`config.mk`:
```
export PLATFORM = sky130hd
export DESIGN_NAME = ptp_tod_timer
export DESIGN_NICKNAME = d
export VERILOG_FILES = /design/src/rtl/ptp_tod_pkg.sv /design/src/rtl/ptp_incr_regs.sv /design/src/rtl/ptp_tod_core.sv /design/src/rtl/ptp_rd_mux.sv /design/src/rtl/ptp_tod_timer.sv
export SDC_FILE = /design/constraint.sdc
export NUM_CORES = 1
export LEC_CHECK = 0
export ABC_AREA = 1
export BUFFER_PORTS_ARGS = -buffer_cell sky130_fd_sc_hd__clkbuf_2
export CORE_AREA = 2 2 229 231
export DETAILED_ROUTE_END_ITERATION = 7
export DIE_AREA = 0 0 231 233
export GPL_ROUTABILITY_DRIVEN = 1
export MAX_ROUTING_LAYER = met4
export PLACE_DENSITY_LB_ADDON = 0.3
export SLEW_MARGIN = 20
export SYNTH_ARGS = -nofsm -noshare
export SYNTH_HDL_FRONTEND = slang
export SYNTH_SLANG_ARGS = --single-unit
```
`constraint.sdc`:
```
create_clock -name clk -period 8.65 [get_ports clk]
set_clock_uncertainty 0.1 [all_clocks]
set_input_delay 0.865 -clock clk [delete_from_list [all_inputs] [get_ports clk]]
set_output_delay 0.865 -clock clk [all_outputs]
set_load 0.02 [all_outputs]
```
`src/rtl/ptp_tod_pkg.sv`:
```
package ptp_tod_pkg;

    localparam int FRAC_W     = 24;
    localparam int REG_W      = 32;
    localparam int SEC_LO_W   = 32;
    localparam int ADJ_MAG_W  = 30;
    localparam int ADJ_SIGN_B = 31;

    typedef enum logic [2:0] {
        SEL_NSEC    = 3'd0,
        SEL_SEC_LO  = 3'd1,
        SEL_SEC_HI  = 3'd2,
        SEL_INC_SUB = 3'd3,
        SEL_INC_INT = 3'd4,
        SEL_ADJUST  = 3'd5,
        SEL_RSVD6   = 3'd6,
        SEL_RSVD7   = 3'd7
    } reg_sel_e;

    typedef struct packed {
        logic             en;
        reg_sel_e         sel;
        logic [REG_W-1:0] data;
    } reg_wr_t;

    // packed argument: {write bits [31:24], write bits [15:0]}
    function automatic logic [FRAC_W-1:0] frac_from_reg(input logic [23:0] p);
        return {p[15:0], p[23:16]};
    endfunction

    function automatic logic [REG_W-1:0] frac_to_reg(input logic [FRAC_W-1:0] f);
        return {f[7:0], 8'h00, f[23:8]};
    endfunction

endpackage

```
`src/rtl/ptp_incr_regs.sv`:
```
module ptp_incr_regs
    import ptp_tod_pkg::*;
#(
    parameter int INC_W = 8
) (
    input  logic              clk,
    input  logic              rst,
    input  logic              sub_we,
    input  logic              int_we,
    input  logic [23:0]       sub_field,
    input  logic [INC_W-1:0]  int_field,
    output logic [INC_W-1:0]  inc_int,
    output logic [FRAC_W-1:0] inc_frac
);

    logic [FRAC_W-1:0] pend_q;

    always_ff @(posedge clk) begin
        if (rst) begin
            pend_q   <= '0;
            inc_int  <= '0;
            inc_frac <= '0;
        end else begin
            if (sub_we) begin
                pend_q <= frac_from_reg(sub_field);
            end
            if (int_we) begin
                inc_int  <= int_field;
                inc_frac <= pend_q;
            end
        end
    end


    step_hold_chk: assert property (@(posedge clk) disable iff (rst)
        !int_we |=> ($stable(inc_int) && $stable(inc_frac)));


    sub_stage_chk: assert property (@(posedge clk) disable iff (rst)
        (sub_we && !int_we) |=> $stable(inc_frac));

endmodule

```
`src/rtl/ptp_tod_core.sv`:
```
module ptp_tod_core
    import ptp_tod_pkg::*;
#(
    parameter int NS_PER_SEC = 1_000_000_000,
    parameter int NS_W       = $clog2(NS_PER_SEC),
    parameter int SEC_W      = 48,
    parameter int INC_W      = 8
) (
    input  logic              clk,
    input  logic              rst,
    input  reg_wr_t           cmd,
    input  logic [INC_W-1:0]  inc_int,
    input  logic [FRAC_W-1:0] inc_frac,
    output logic [SEC_W-1:0]  sec,
    output logic [NS_W-1:0]   ns
);

    localparam int SEC_HI_W = SEC_W - SEC_LO_W;
    localparam logic [31:0] NSPS = 32'(NS_PER_SEC);

    logic [FRAC_W-1:0] frac_q, frac_n;
    logic [NS_W-1:0]   ns_q, ns_n;
    logic [SEC_W-1:0]  sec_q, sec_n;

    logic [FRAC_W:0]   frac_sum;
    logic [31:0]       step_ns, adv_ns;
    logic              step_wrap;
    logic [31:0]       adj_mag, adj_up, adj_dn, adj_ns;
    logic              adj_carry, adj_borrow;
    logic [SEC_W-1:0]  adj_sec;
    logic              time_wr;

    always_comb begin
        frac_sum  = {1'b0, frac_q} + {1'b0, inc_frac};
        step_ns   = 32'(ns_q) + 32'(inc_int) + 32'(frac_sum[FRAC_W]);
        step_wrap = (step_ns >= NSPS);
        adv_ns    = step_wrap ? (step_ns - NSPS) : step_ns;

        adj_mag    = {2'b00, cmd.data[ADJ_MAG_W-1:0]};
        adj_up     = 32'(ns_q) + adj_mag;
        adj_carry  = (adj_up >= NSPS);
        adj_dn     = 32'(ns_q) - adj_mag;
        adj_borrow = (32'(ns_q) < adj_mag);
        if (cmd.data[ADJ_SIGN_B]) begin
            adj_ns  = adj_borrow ? (adj_dn + NSPS) : adj_dn;
            adj_sec = sec_q - SEC_W'(adj_borrow);
        end else begin
            adj_ns  = adj_carry ? (adj_up - NSPS) : adj_up;
            adj_sec = sec_q + SEC_W'(adj_carry);
        end

        frac_n  = frac_sum[FRAC_W-1:0];
        ns_n    = adv_ns[NS_W-1:0];
        sec_n   = sec_q + SEC_W'(step_wrap);
        time_wr = 1'b0;
        if (cmd.en) begin
            unique case (cmd.sel)
                SEL_NSEC: begin
                    time_wr = 1'b1;
                    frac_n  = frac_q;
                    ns_n    = cmd.data[NS_W-1:0];
                    sec_n   = sec_q;
                end
                SEL_SEC_LO: begin
                    time_wr = 1'b1;
                    frac_n  = frac_q;
                    ns_n    = ns_q;
                    sec_n   = {sec_q[SEC_W-1:SEC_LO_W], cmd.data};
                end
                SEL_SEC_HI: begin
                    time_wr = 1'b1;
                    frac_n  = frac_q;
                    ns_n    = ns_q;
                    sec_n   = {cmd.data[SEC_HI_W-1:0], sec_q[SEC_LO_W-1:0]};
                end
                SEL_ADJUST: begin
                    time_wr = 1'b1;
                    frac_n  = frac_q;
                    ns_n    = adj_ns[NS_W-1:0];
                    sec_n   = adj_sec;
                end
                default: ;
            endcase
        end
    end

    always_ff @(posedge clk) begin
        if (rst) begin
            frac_q <= '0;
            ns_q   <= '0;
            sec_q  <= '0;
        end else begin
            frac_q <= frac_n;
            ns_q   <= ns_n;
            sec_q  <= sec_n;
        end
    end

    assign sec = sec_q;
    assign ns  = ns_q;


    ns_range_chk: assert property (@(posedge clk) disable iff (rst)
        32'(ns_q) < NSPS);


    stopped_chk: assert property (@(posedge clk) disable iff (rst)
        (inc_int == '0 && inc_frac == '0 && !time_wr)
        |=> ($stable(ns_q) && $stable(sec_q)));


    sec_step_chk: assert property (@(posedge clk) disable iff (rst)
        !time_wr |=> (sec_q == $past(sec_q) || sec_q == $past(sec_q) + SEC_W'(1)));


    hi_keeps_lo_chk: assert property (@(posedge clk) disable iff (rst)
        (cmd.en && cmd.sel == SEL_SEC_HI)
        |=> (sec_q[SEC_LO_W-1:0] == $past(sec_q[SEC_LO_W-1:0])));

endmodule

```
`src/rtl/ptp_rd_mux.sv`:
```
module ptp_rd_mux
    import ptp_tod_pkg::*;
#(
    parameter int NS_W  = 30,
    parameter int SEC_W = 48,
    parameter int INC_W = 8
) (
    input  reg_sel_e          sel,
    input  logic [NS_W-1:0]   ns,
    input  logic [SEC_W-1:0]  sec,
    input  logic [INC_W-1:0]  inc_int,
    input  logic [FRAC_W-1:0] inc_frac,
    output logic [REG_W-1:0]  rdata
);

    always_comb begin
        unique case (sel)
            SEL_NSEC:    rdata = REG_W'(ns);
            SEL_SEC_LO:  rdata = sec[SEC_LO_W-1:0];
            SEL_SEC_HI:  rdata = REG_W'(sec[SEC_W-1:SEC_LO_W]);
            SEL_INC_SUB: rdata = frac_to_reg(inc_frac);
            SEL_INC_INT: rdata = REG_W'(inc_int);
            default:     rdata = '0;
        endcase
    end

endmodule

```
`src/rtl/ptp_tod_timer.sv`:
```
module ptp_tod_timer
    import ptp_tod_pkg::*;
#(
    parameter int NS_PER_SEC = 1_000_000_000,
    parameter int NS_W       = $clog2(NS_PER_SEC),
    parameter int SEC_W      = 48,
    parameter int INC_W      = 8
) (
    input  logic             clk,
    input  logic             rst,
    input  logic             reg_wr,
    input  logic [2:0]       reg_addr,
    input  logic [31:0]      reg_wdata,
    output logic [31:0]      reg_rdata,
    output logic [SEC_W-1:0] tod_sec,
    output logic [NS_W-1:0]  tod_ns
);

    reg_wr_t           cmd;
    logic [INC_W-1:0]  inc_int;
    logic [FRAC_W-1:0] inc_frac;
    logic              sub_we, int_we;

    always_comb begin
        cmd.en   = reg_wr;
        cmd.sel  = reg_sel_e'(reg_addr);
        cmd.data = reg_wdata;
        sub_we   = reg_wr && (cmd.sel == SEL_INC_SUB);
        int_we   = reg_wr && (cmd.sel == SEL_INC_INT);
    end

    ptp_incr_regs #(.INC_W(INC_W)) u_incr (
        .clk       (clk),
        .rst       (rst),
        .sub_we    (sub_we),
        .int_we    (int_we),
        .sub_field ({reg_wdata[31:24], reg_wdata[15:0]}),
        .int_field (reg_wdata[INC_W-1:0]),
        .inc_int   (inc_int),
        .inc_frac  (inc_frac)
    );

    ptp_tod_core #(
        .NS_PER_SEC (NS_PER_SEC),
        .NS_W       (NS_W),
        .SEC_W      (SEC_W),
        .INC_W      (INC_W)
    ) u_core (
        .clk      (clk),
        .rst      (rst),
        .cmd      (cmd),
        .inc_int  (inc_int),
        .inc_frac (inc_frac),
        .sec      (tod_sec),
        .ns       (tod_ns)
    );

    ptp_rd_mux #(
        .NS_W  (NS_W),
        .SEC_W (SEC_W),
        .INC_W (INC_W)
    ) u_rd (
        .sel      (cmd.sel),
        .ns       (tod_ns),
        .sec      (tod_sec),
        .inc_int  (inc_int),
        .inc_frac (inc_frac),
        .rdata    (reg_rdata)
    );

endmodule

```
==> load_flow_metrics.sql <==
INSERT INTO impl_metrics (metric_group, metric, value, unit) VALUES
('run_status', 'run_status', 'finished clean', ''),
('clock_network', 'path_clk_slew', '70', 'ps'),
('sta', 'timing.final.max_slew_violations', '0', ''),
('finish', 'final_core_utilization', '0.436', ''),
('routing', 'ant_nets', '0', ''),
('clock_network', 'post_cts.resized_instances', '0', ''),
('setup_path', 'cp_slowest_cell', 'fa_1', ''),
('routing', 'avgRoutedWirePerCell', '21.7', 'microns'),
('logic_synthesis', 'yosys.area.top_type', 'dfxtp_1', ''),
('sta', 'setup_total_negative_slack', '0', 'ps'),
('clock_network', 'clock_latency', '480', 'ps'),
('finish', 'layout-area-overhead-vs-synth', '9.30', '%'),
('setup_path', 'timing.rr.start', 'u_incr.inc_frac[0]', ''),
('logic_synthesis', 'synth.top_cells.by_area', 'dfxtp_1, nand2_1, a21oi_1, inv_1, ha_1', ''),
('min_path', 'hp-class', 'flip-flop to flip-flop', ''),
('grt', 'grt_max_degree', '75', ''),
('setup_path', 'crit_path_frequent_cell', 'nand2_1', ''),
('clock_network', 'longest_clk_path_bufs', '2', ''),
('sta', 'finalWorstPathRequiredPeriod', '7640', 'ps'),
('sta', 'max_slew.worst_pin.slew', '1100', 'ps'),
('setup_path', 'data_required_time_at_the_worst_endpoint', '8870', 'ps'),
('logic_synthesis', 'ys_dominant_reg_cell', 'dfxtp_1', ''),
('die', 'fp.coreArea', '51100', 'sq um'),
('routing', 'drt_wl_total', '93700', 'microns'),
('grt', 'initial_antenna_violation_count', '6', ''),
('setup_path', 'crit_startpoint', 'u_incr.inc_frac[0]', ''),
('die', 'starting_density_of_the_core', '0.399', ''),
('die', 'die-area', '53800', 'sq um'),
('min_path', 'worst_hold_startpoint', 'u_incr.pend_q[6]', ''),
('sta', 'setup_viol_count_final', '0', ''),
('logic_synthesis', 'syn_avg_cell_area', '5.76', 'sq um'),
('run', 'cap_viol_max_count', '0', ''),
('die', 'placementRows', '83', ''),
('clock_network', 'tritoncts.num_buffers', '17', ''),
('sta', 'post-route-period-util', '0.883', ''),
('routing', 'drt-pass1-iter-count', '7', ''),
('placement', 'place_hpwl', '73900', 'microns'),
('logic_synthesis', 'synth.lib_cells_used.distinct', '59', ''),
('grt', 'grt_overflow', '0', ''),
('logic_synthesis', 'synth_top_cell_area_share', '0.155', ''),
('routing', 'vias_per_inst', '5.81', ''),
('clock_network', 'cts_tree', 'built', ''),
('clock_network', 'clock_tree.root_cell', 'clkbuf_16', ''),
('finish', 'nNetsFinal', '3810', ''),
('finish', 'final_cells', '4315', ''),
('finish', 'fraction_of_final_layout_cells_sized_beyond_drive_strength_1', '0.0892', ''),
('logic_synthesis', 'synth_seq_area_share', '0.155', ''),
('clock_network', 'clkSinkCount', '158', ''),
('logic_synthesis', 'synth_enable_flop_cells', '0', ''),
('sta', 'whs', '362', 'ps'),
('grt', 'global_route.usage.total', '0.351', ''),
('grt', 'first_pass_grt_wire_length', '138000', 'microns'),
('logic_synthesis', 'syn-num-nets', '3733', ''),
('clock_network', 'hold_buffers', '0', ''),
('routing', 'dr.first_iter.drc_count', '3194', ''),
('sta', 'max_freq', '0.131', 'GHz'),
('logic_synthesis', 'yosys_warning_total', '0', ''),
('setup_path', 'timing_worst_setup_path_type', 'flip-flop to flip-flop', ''),
('logic_synthesis', 'post_synth_inst_count', '3542', ''),
('power_and_ir_drop', 'powerDensity', '157', 'nW/um^2'),
('logic_synthesis', 'synth_seq_cells', '158', ''),
('routing', 'drc_errors', '0', ''),
('die', 'fp.dieH', '233', 'microns'),
('sta', 'max-slew-margin-rel', '0.264', ''),
('power_and_ir_drop', 'power.leakage', '10.9', 'nW'),
('setup_path', 'critical_path.endpoint_type', 'flip-flop', ''),
('logic_synthesis', 'syn-cell-area', '20400', 'sq um'),
('logic_synthesis', 'synthTopCellsByCount', 'nand2_1, inv_1, a21oi_1, nand3_1, nor2_1', ''),
('power_and_ir_drop', 'peak_ir_drop_on_the_vdd_network', '152', 'uV'),
('logic_synthesis', 'fraction_of_registers_with_async_set_or_reset_after_synthesis', '0', ''),
('placement', 'port_buffers', '147', '');
==> report_power, final <==
group	internal (mW)	switching [mW]	leakage (nW)
clock	0.433	0.357	0.280
sequential	0.774	0.101	1.29
combinational	0.544	1.30	9.31
total	1.75	1.75	10.9
==> sequential cells by signal, summed over array words and instances (netlist names) <==
name	count
u_core.ns	30
u_incr.inc_frac	24
u_incr.inc_int	8
u_core.sec	48
u_core.frac_q	24
u_incr.pend_q	24
==> cells by family after synthesis <==
group           synth area share
xor+xnor                  0.0363
fa+ha+maj                 0.0961
flops                      0.155
simple gates               0.345
buf+inv                    0.124
compound gates             0.243
==> worst paths after layout <==
kind,slack (ps),cells past startpoint,end
setup / recovery,1010,53,u_core.sec[47]
hold / removal,360,2,u_incr.pend_q[6]
setup reg to reg,1010,53,u_core.sec[47]
hold reg to reg,360,2,u_incr.pend_q[6]
==> critical path, delay by kind of cell (launching register included) <==
kind            cells  cell delay [ps]
compound gates      8             1200
simple gates       33             3740
buf+inv             6              500
xor+xnor            1              150
flops               1              330
fa+ha+maj           5             1490
==> placed cells by master, fill, tap and decap left out, types with 9 or more instances in the layout <==
master / instances
inv_2: 16
buf_4: 34
o21a_1: 16
nand4_1: 50
a21oi_1: 385
clkbuf_2: 147
nor2_2: 22
dfxtp_1: 158
o21ai_0: 261
o21ai_1: 17
nor3_1: 61
xor2_1: 66
o22ai_1: 22
nor4_1: 21
inv_1: 502
nor2_1: 263
ha_1: 147
a211oi_1: 13
clkbuf_16: 17
a221oi_1: 9
o211ai_1: 61
nand2_1: 834
o21bai_1: 23
o221ai_1: 11
or2_2: 26
a31oi_1: 27
nand3_1: 296
nand2_2: 18
==> routing by layer <==
layer,track usage,wire (microns),share of wire,vias to the layer above
met4,0.217,6560,0.070,0
met2,0.520,39800,0.42,1479
li1,-,-,-,12000
met3,0.0749,10200,0.11,350
met1,0.434,37100,0.40,11300
met5,-,0,0,-
==> per-stage QoR <==
| stage | setup WS, ps | instance area (sq um) |
|---|---|---|
| finish | 1010 | 22300 |
| global route | 288 | 22300 |
| CTS | 1110 | 22300 |
| detailed placement | 1190 | 21700 |
| global placement | 1310 | 21700 |
| floorplan | 2050 | 20400 |
==> layout make-up <==
| cell class | count | area, sq um |
|---|---|---|
| sequential | 158 | 3160 |
| multi-input combinational | 2735 | 14700 |
| fill | 5750 | 28800 |
| clock inverter | 12 | 138 |
| inverter | 526 | 1970 |
| antenna | 4 | 10.0 |
| timing repair buffer | 181 | 991 |
| clock buffer | 19 | 443 |
| tap | 680 | 851 |
(Power assumes the default switching activity.)
